--- src/rtl/irq_cond_pkg.sv ---
package irq_cond_pkg;

  localparam int CFG_W = 3;

  typedef struct packed {
    logic mask;
    logic low;
    logic level;
  } line_cfg_t;

  localparam line_cfg_t CFG_RST = '{mask: 1'b1, low: 1'b0, level: 1'b0};

endpackage

--- src/rtl/irq_sync.sv ---
module irq_sync #(
  parameter int W = 4
) (
  input  logic         clk_i,
  input  logic         rst_ni,
  input  logic [W-1:0] d_i,
  output logic [W-1:0] q_o
);

  logic [W-1:0] s1_q, s2_q;

  always_ff @(posedge clk_i or negedge rst_ni) begin
    if (!rst_ni) begin
      s1_q <= '0;
      s2_q <= '0;
    end else begin
      s1_q <= d_i;
      s2_q <= s1_q;
    end
  end

  assign q_o = s2_q;

endmodule

--- src/rtl/irq_cfg_regs.sv ---
module irq_cfg_regs
  import irq_cond_pkg::*;
#(
  parameter int N_LINES = 5,
  parameter int IDX_W   = 3
) (
  input  logic               clk_i,
  input  logic               rst_ni,
  input  logic               we_i,
  input  logic [IDX_W-1:0]   idx_i,
  input  logic [CFG_W-1:0]   wdata_i,
  output line_cfg_t          cfg_o [N_LINES],
  output logic [N_LINES-1:0] hit_o,
  output logic [N_LINES-1:0] chg_o
);

  line_cfg_t wcfg;
  assign wcfg = line_cfg_t'(wdata_i);

  for (genvar i = 0; i < N_LINES; i++) begin : g_line
    line_cfg_t cfg_q;

    assign hit_o[i] = we_i && (idx_i == IDX_W'(i));
    // mode or polarity change invalidates captured edges
    assign chg_o[i] = hit_o[i] && ((wcfg.level != cfg_q.level) || (wcfg.low != cfg_q.low));

    always_ff @(posedge clk_i or negedge rst_ni) begin
      if (!rst_ni)       cfg_q <= CFG_RST;
      else if (hit_o[i]) cfg_q <= wcfg;
    end

    assign cfg_o[i] = cfg_q;
  end

endmodule

--- src/rtl/irq_line_cond.sv ---
module irq_line_cond
  import irq_cond_pkg::*;
(
  input  logic      clk_i,
  input  logic      rst_ni,
  input  logic      sync_i,
  input  line_cfg_t cfg_i,
  input  logic      wr_hit_i,
  input  logic      mode_chg_i,
  input  logic      new_low_i,
  input  logic      clr_i,
  output logic      req_o,
  output logic      pend_o
);

  logic act, hist_q, sticky_q, rise;

  assign act = sync_i ^ cfg_i.low;

  // history reloaded with the new polarity on any write to this line
  always_ff @(posedge clk_i or negedge rst_ni) begin
    if (!rst_ni)       hist_q <= 1'b0;
    else if (wr_hit_i) hist_q <= sync_i ^ new_low_i;
    else               hist_q <= act;
  end

  assign rise = act && !hist_q && !wr_hit_i && !cfg_i.level;

  // set wins over clear
  always_ff @(posedge clk_i or negedge rst_ni) begin
    if (!rst_ni) sticky_q <= 1'b0;
    else         sticky_q <= rise || (sticky_q && !clr_i && !mode_chg_i);
  end

  assign pend_o = cfg_i.level && act;
  assign req_o  = !cfg_i.mask && (cfg_i.level ? act : sticky_q);

  AST_EDGE_NEEDS_EDGE_MODE: assert property (@(posedge clk_i) disable iff (!rst_ni)
    $rose(sticky_q) |-> $past(!cfg_i.level));

  AST_CLR_DROPS_STICKY: assert property (@(posedge clk_i) disable iff (!rst_ni)
    (clr_i && $stable(sync_i)) |=> !sticky_q);

  AST_LEVEL_NO_STICKY: assert property (@(posedge clk_i) disable iff (!rst_ni)
    cfg_i.level |-> !sticky_q);

  AST_WRITE_NO_FALSE_EDGE: assert property (@(posedge clk_i) disable iff (!rst_ni)
    $past(wr_hit_i) |-> !$rose(sticky_q));

endmodule

--- src/rtl/irq_line_conditioner.sv ---
module irq_line_conditioner
  import irq_cond_pkg::*;
#(
  parameter int N_LINES = 5,
  localparam int IDX_W  = (N_LINES > 1) ? $clog2(N_LINES) : 1
) (
  input  logic               clk_i,
  input  logic               rst_ni,
  input  logic [N_LINES-1:0] irq_raw_i,
  input  logic               cfg_we_i,
  input  logic [IDX_W-1:0]   cfg_idx_i,
  input  logic [CFG_W-1:0]   cfg_wdata_i,
  input  logic [N_LINES-1:0] req_clr_i,
  output logic [N_LINES-1:0] req_o,
  output logic [N_LINES-1:0] lvl_pend_o
);

  logic [N_LINES-1:0] sync;
  logic [N_LINES-1:0] hit, chg;
  line_cfg_t          cfg [N_LINES];
  line_cfg_t          wcfg;

  assign wcfg = line_cfg_t'(cfg_wdata_i);

  irq_sync #(.W(N_LINES)) u_sync (
    .clk_i  (clk_i),
    .rst_ni (rst_ni),
    .d_i    (irq_raw_i),
    .q_o    (sync)
  );

  irq_cfg_regs #(.N_LINES(N_LINES), .IDX_W(IDX_W)) u_cfg (
    .clk_i   (clk_i),
    .rst_ni  (rst_ni),
    .we_i    (cfg_we_i),
    .idx_i   (cfg_idx_i),
    .wdata_i (cfg_wdata_i),
    .cfg_o   (cfg),
    .hit_o   (hit),
    .chg_o   (chg)
  );

  for (genvar i = 0; i < N_LINES; i++) begin : g_cond
    irq_line_cond u_line (
      .clk_i      (clk_i),
      .rst_ni     (rst_ni),
      .sync_i     (sync[i]),
      .cfg_i      (cfg[i]),
      .wr_hit_i   (hit[i]),
      .mode_chg_i (chg[i]),
      .new_low_i  (wcfg.low),
      .clr_i      (req_clr_i[i]),
      .req_o      (req_o[i]),
      .pend_o     (lvl_pend_o[i])
    );

    AST_MASK_BLOCKS_REQ: assert property (@(posedge clk_i) disable iff (!rst_ni)
      (cfg_we_i && cfg_idx_i == IDX_W'(i) && wcfg.mask) |=> !req_o[i]);
  end

endmodule

--- config.mk ---
export PLATFORM = sky130hd
export DESIGN_NAME = irq_line_conditioner
export DESIGN_NICKNAME = d
export VERILOG_FILES = /design/src/rtl/irq_cond_pkg.sv /design/src/rtl/irq_sync.sv /design/src/rtl/irq_cfg_regs.sv /design/src/rtl/irq_line_cond.sv /design/src/rtl/irq_line_conditioner.sv
export SDC_FILE = /design/constraint.sdc
export NUM_CORES = 1
export LEC_CHECK = 0
export BUFFER_PORTS_ARGS = -buffer_cell sky130_fd_sc_hd__buf_2
export CORE_MARGIN = 2
export CORE_UTILIZATION = 60
export CTS_BUF_LIST = sky130_fd_sc_hd__clkbuf_8
export CTS_CLUSTER_SIZE = 40
export DETAILED_ROUTE_END_ITERATION = 12
export GPL_TIMING_DRIVEN = 1
export MAX_ROUTING_LAYER = met4
export PLACE_DENSITY = 0.85
export SLEW_MARGIN = 20
export SYNTH_ARGS = -nofsm -noshare
export SYNTH_HDL_FRONTEND = slang
export SYNTH_HIERARCHICAL = 1
export SYNTH_SLANG_ARGS = --single-unit
--- constraint.sdc ---
create_clock -name clk_i -period 2 [get_ports clk_i]
set_clock_uncertainty 0.2 [all_clocks]
set_input_delay 0.1 -clock clk_i [delete_from_list [all_inputs] [get_ports clk_i]]
set_output_delay 0.1 -clock clk_i [all_outputs]
set_load 0.02 [all_outputs]
==> metrics, run 1 <==
status=finished, final reports clean; DRT Wirelength=3.29 mm; critical path class=reg -> out; # clock sinks=35; Layout Nets=around 190; H-tree Lvls=2; Crit path required time=1.70 ns; Net Switching=0.642 mW; Reg power frac=47.7%; LEAKAGE=0.876 nW; count of final setup violators=0; Post-Synthesis Cells=123; post-synth net total=approximately 140; IO Count=29; Reg2Reg Setup Slack=around 0.66 ns; FF-to-FF Start=u_cfg/cfg_o[12]$_DFFE_PN0P_; Syn. warnings=6; R2R depth=4; RePlAce Congestion=~0.78; initial antenna violation count=0; ranking of synthesized cells by area=dfrtp_1, xnor2_1, mux2_2, dfstp_2, a211oi_2; Net Sw Frac=30.7%; hold path endpoint=u_cfg/cfg_o[12]$_DFFE_PN0P_; most frequent cells in the layout=dfrtp_1, buf_2, xnor2_1; total congestion overflow=0; register bit total from synthesis=35; Yosys cell types=18; CP top delay family=flip-flops; chip width=between 50 and 60 microns; vias=1099; FMAX=622 MHz; DR vias/cell=5.52; Final Cycle Share=slightly above 80%; Wirelength per Cell=16.5 microns; Yosys top cell area share=~46%; total power=2.09 mW; final hold vios=0; Final HPWL DP=~2.2 mm; CTS max path bufs=2; worst slew pin tran=0.755 ns; max-slew violation count=0; Worst path max stage delay=0.45 ns; Worst VDD drop=about 0.86 mV; drt pass-1 iters=4; Site Rows=18; root buffer cell=clkbuf_8; area of the die=3170 sq um; clk_lat worst skew=between 0.2 and 0.3 ns; fraction of layout cells with a size suffix above 1=37.9%; combinational share of power=roughly a quarter; Setup crit end kind=output port; critical path buffer and inverter count=1; area grow syn2layout=23.7%; CTS tree=done; clk slew on worst S/H paths=0.07 ns; first-pass GRT wire length=5.56 mm; Num CTS Buffers=5; port buffer count=28; min-delay worst type=in -> reg; min Tclk post-route=between 1.5 and 2 ns; worst-path cell chain=xnor2_1, a211oi_2, buf_2; core footprint=2520 sq um; critical path's slowest cell=dfrtp_1; HP Start=cfg_wdata_i[0]; Netlist Area Pre-Place=1640 sq um; most common cell after layout, fill and taps aside=dfrtp_1; Initial Util=65.0%; Inserted Diodes=0; RR Endpoint=g_cond[0].u_line/sticky_q$_DFF_PN0_; Initial DRC Count=22; setup TNS=0 ns; largest net degree at the start of global routing=36; postcts setup bufs=0; Startpoint Class=flop; clock share of power=approximately a quarter; Worst Hold Path Cells=2; Die Y=56.3 microns; number of global-route vias before repair=1254; Critical Path AT=1.31 ns; CP Max Fanout=5; worst relative slew slack=49.6%; post_cts resized=0; Final ANT Viol Nets=0; Max Cap Viol=0; RSZ-0062 raised after global routing=false; post-synthesis sequential area ratio=53.8%; Total GRT Usage=24.4%; leading area contributor after synthesis=dfrtp_1; Synth Area per Inst=13.3 sq um; cell internal pwr=1.45 mW; DRC Markers=0; P per Cell Area=between 1000 and 1500 nW/um^2
==> how the worst max path moves through the flow <==
stage	from	to	slack [ns]	cells after the start
2_1_floorplan	u_cfg/cfg_o[13]$_DFFE_PN0P_	req_o[0]	0.74	2
3_3_place_gp	cfg_idx_i[1]	g_cond[0].u_line/sticky_q$_DFF_PN0_	0.57	5
3_5_place_dp	cfg_idx_i[1]	g_cond[0].u_line/sticky_q$_DFF_PN0_	0.50	5
4_1_cts	u_cfg/cfg_o[4]$_DFFE_PN0P_	req_o[3]	0.37	3
5_1_grt	u_cfg/cfg_o[13]$_DFFE_PN0P_	req_o[0]	0.32	3
6_report	u_cfg/cfg_o[4]$_DFFE_PN0P_	req_o[3]	0.39	3
==> per-layer routing <==
| layer | wire [microns] | vias to the layer above | global-route usage [%] |
|---|---|---|---|
| met5 | 0 | - | - |
| met4 | 91 | 0 | 13.3 |
| met3 | 116 | 10 | 5.07 |
| met2 | 1820 | 24 | 42.7 |
| met1 | 1260 | 547 | 25.6 |
| li1 | - | 518 | - |
==> kinds of logic (layout without fill, tap and decap cells) <==
family                 Yosys count  after routing  synth area share (%)
AO/OA/AOI/OAI                   15             15                  8.63
XOR/XNOR                        25             25                  13.4
buffers and inverters            3             49                 0.839
flip-flops                      35             35                  53.8
multiplexers                    20             20                  13.4
AND/OR/NAND/NOR                 25             25                  10.0
==> cell type report <==
type,instances,area [sq um]
flip-flops and latches,35,882
multi-input cells,85,743
fillers,160,495
repair buffers,40,260
clock buffers,7,96.3
well taps,30,37.5
clock inverters,1,3.75
inverters,1,3.75
==> power groups by stage <==
| stage | Sequential, mW | Clock, mW | Combinational, mW |
|---|---|---|---|
| 2_1_floorplan | 0.971 | 0 | 0.388 |
| 3_3_place_gp | 0.994 | 0 | 0.490 |
| 3_5_place_dp | 1.01 | 0 | 0.517 |
| 4_1_cts | 0.998 | 0.568 | 0.539 |
| 5_1_grt | 1.02 | 0.594 | 0.582 |
| 6_report | 0.997 | 0.559 | 0.535 |
==> registers in the layout, summed over array words and instances (netlist names) <==
signal / count
u_sync/s1_q: 5
u_cfg/cfg_o: 15
g_cond.u_line/hist_q: 5
g_cond.u_line/sticky_q: 5
u_sync/q_o: 5
==> repair_timing <==
item / 4_1_cts / 5_1_grt
setup endpoints to repair: 0 / 0
hold buffers: 12 / 0
hold endpoints to repair: 45 / 0
==> cells in the mapped netlist (all sizes together) <==
cell type  instances
buf                2
and2               5
xor2               5
a22o               5
nor2              10
nor3               5
and4bb             3
nor4b              1
a21oi              1
mux2              15
a21boi             4
mux2i              5
dfstp              5
a211oi             5
dfrtp             30
nand4b             1
inv                1
xnor2             20
==> stage by stage <==
step / utilization, % / instance area, sq um / hold WS, ns / instances / setup slack (ns)
detailed placement: 71.6 / 1810 / 0.00963 / 179 / 0.504
global route: 80.4 / 2030 / 0.0888 / 199 / 0.321
floorplan: - / 1640 / -0.396 / 123 / 0.741
finish: 80.4 / 2030 / 0.0685 / 199 / 0.391
global placement: 71.6 / 1810 / 0.00349 / 179 / 0.567
CTS: 80.4 / 2030 / 0.0601 / 199 / 0.367
No activity file was read; power rests on OpenSTA's default activity.
==> run 2, diff against run 1 <==
Settings changed: CORE_UTILIZATION 60 to 52, PLACE_DENSITY 0.85 to 0.78.
Clock period 2 ns to 1.4 ns, I/O delays scaled along.
==> metrics, run 2 (same netlist as run 1, synthesis figures left out) <==
status=finished, violations left (was finished, final reports clean); failing checks=negative setup slack; met2 WL post-DR=1.60 mm (was 1.82 mm); total power=3.41 mW (was 2.09 mW); P per Cell Area=1450 nW/um^2 (was 1030 nW/um^2); FMAX=between 600 and 700 MHz; Die Y=60.1 microns (was 56.3 microns); final hold slack=0.0256 ns (was 0.0685 ns); area of the die=3620 sq um (was 3170 sq um); setup TNS=-1.02 ns (was 0 ns); IO Count=29 (unchanged); DRT Wirelength=3.19 mm (was 3.29 mm); port buffer count=28 (unchanged); max-slew violation count=0 (unchanged); clk_lat worst skew=0.29 ns (about the same); vias=1165 (was 1099); Startpoint Class=flop (unchanged); drt pass-1 iters=4 (unchanged); met3 wire length=142 microns (was 116 microns); Final HPWL DP=1.93 mm (was 2.18 mm); number of global-route vias before repair=1183 (was 1254); LEAKAGE=1.02 nW (was 0.876 nW); min Tclk post-route=1.53 ns; worst slew pin tran=0.387 ns (was 0.755 ns); Worst VDD drop=0.919 mV (was 0.860 mV); most frequent cells in the layout=dfrtp_1, buf_2, buf_4 (was dfrtp_1, buf_2, xnor2_1); H-tree Lvls=2 (unchanged); Initial DRC Count=39 (was 22); Setup crit end kind=output port (unchanged); Total GRT Usage=21.1% (was 24.4%); Final ANT Viol Nets=0 (unchanged); Top Layer Used=met4 (unchanged); DR vias/cell=5.04 (was 5.52); setup ws final=-0.132 ns (was 0.391 ns); worst relative slew slack=74.2% (was 49.6%); first-pass GRT wire length=5.22 mm (was 5.56 mm); final hold vios=0 (unchanged); critical path class=reg -> out (unchanged); area grow syn2layout=43.1% (was 23.7%); max reg flops=15 (unchanged); clk slew on worst S/H paths=0.07 ns (about the same); count of final setup violators=13 (was 0); CP Max Fanout=3 (was 5); RSZ-0062 raised after global routing=true (was false); Critical Path AT=1.26 ns (was 1.31 ns); non-filler cells, final=231 (was 199); Final Cycle Share=109%; chip width=60.1 microns (was 56.3 microns); min-delay worst type=in -> reg (unchanged); Wirelength per Cell=13.8 microns (was 16.5 microns); M1 wire length=1.35 mm (was 1.26 mm); RePlAce Congestion=0.769 (was 0.779); Max Cap Viol=0 (unchanged); Num CTS Buffers=5 (unchanged); Layout Nets=205 (was 187); Inserted Diodes=0 (unchanged); pre-CTS setup slack=-0.00158 ns (was 0.504 ns); CTS tree=done (unchanged); CTS max path bufs=2 (unchanged); # clock sinks=35 (unchanged); root buffer cell=clkbuf_8 (unchanged); largest net degree at the start of global routing=36 (unchanged); most common cell after layout, fill and taps aside=dfrtp_1 (unchanged); placed cell count=196 (was 179); Crit path required time=1.13 ns (was 1.70 ns); fraction of layout cells with a size suffix above 1=53.5% (was 37.9%); DRC Markers=0 (unchanged); Site Rows=20 (was 18); core footprint=3030 sq um (was 2520 sq um); Initial Util=54.1% (was 65.0%); total congestion overflow=0 (unchanged); initial antenna violation count=0 (unchanged)
[run 2: cell types whose count changed in the layout (fill, tap and decap cells not counted), moves of 7 or more]
cell / previous run / this run
buf_4: 0 / 17
buf_2: 28 / 18
buf_6: 0 / 10
dfrtp_1: 30 / 23
dfrtp_2: 0 / 7
[run 2: worst paths after layout]
path / startpoint / to / slack (ns) / cells past startpoint
hold / removal: cfg_wdata_i[0] / u_cfg/cfg_o[0]$_DFFE_PN0P_ / 0.03 / 2
setup reg to reg: u_cfg/cfg_o[1]$_DFFE_PN0P_ / g_cond[4].u_line/sticky_q$_DFF_PN0_ / -0.11 / 6
setup / recovery: u_cfg/cfg_o[1]$_DFFE_PN0P_ / req_o[4] / -0.13 / 3
hold reg to reg: u_sync/s1_q[4]$_DFF_PN0_ / u_sync/q_o[4]$_DFF_PN0_ / 0.15 / 0
min in group asynchronous: rst_ni / g_cond[0].u_line/sticky_q$_DFF_PN0_ / 0.06 / 3
max in group asynchronous: rst_ni / u_cfg/cfg_o[11]$_DFFE_PN1P_ / 0.69 / 3
[run 2: power by group]
part | switching [mW] | internal (mW)
Clock | 0.355 | 0.576
Sequential | 0.183 | 1.24
Combinational | 0.432 | 0.625
[run 2: layout make-up]
| type | count | area (sq um) |
|---|---|---|
| clock buffers | 6 | 82.6 |
| clock inverters | 2 | 35.0 |
| fillers | 191 | 682 |
| inverters | 1 | 3.75 |
| multi-input cells | 85 | 808 |
| flip-flops and latches | 35 | 891 |
| well taps | 44 | 55.1 |
| repair buffers | 58 | 470 |
[run 2: per-layer routing]
metal | up-vias | track usage, %
li1 | 557 | -
met1 | 568 | 24.5
met2 | 31 | 32.3
met3 | 9 | 7.58
met4 | 0 | 10.2
met5 | - | -
[run 2: timing repair]
| item | 4_1_cts | 5_1_grt |
|---|---|---|
| setup endpoints to repair | 10 | 15 |
| cloned | 0 | 0 |
| setup buffers | 12 | 3 |
| hold buffers | 12 | 0 |
| gates resized for setup | 26 | 15 |
| hold endpoints to repair | 50 | 0 |
| pin swaps | 12 | 8 |
[run 2: critical path: stages, from the launching register on]
cell      delay [ns]
dfrtp_2         0.43
xnor2_1         0.15
a211oi_2        0.21
buf_4           0.18
[run 2: through the flow]
| step | utilization (%) | area, sq um |
|---|---|---|
| 5_1_grt | 77.5 | 2350 |
| 2_1_floorplan | - | 1640 |
| 6_report | 77.5 | 2350 |
| 4_1_cts | 74.6 | 2260 |
| 3_5_place_dp | 61.4 | 1860 |
| 3_3_place_gp | 61.4 | 1860 |
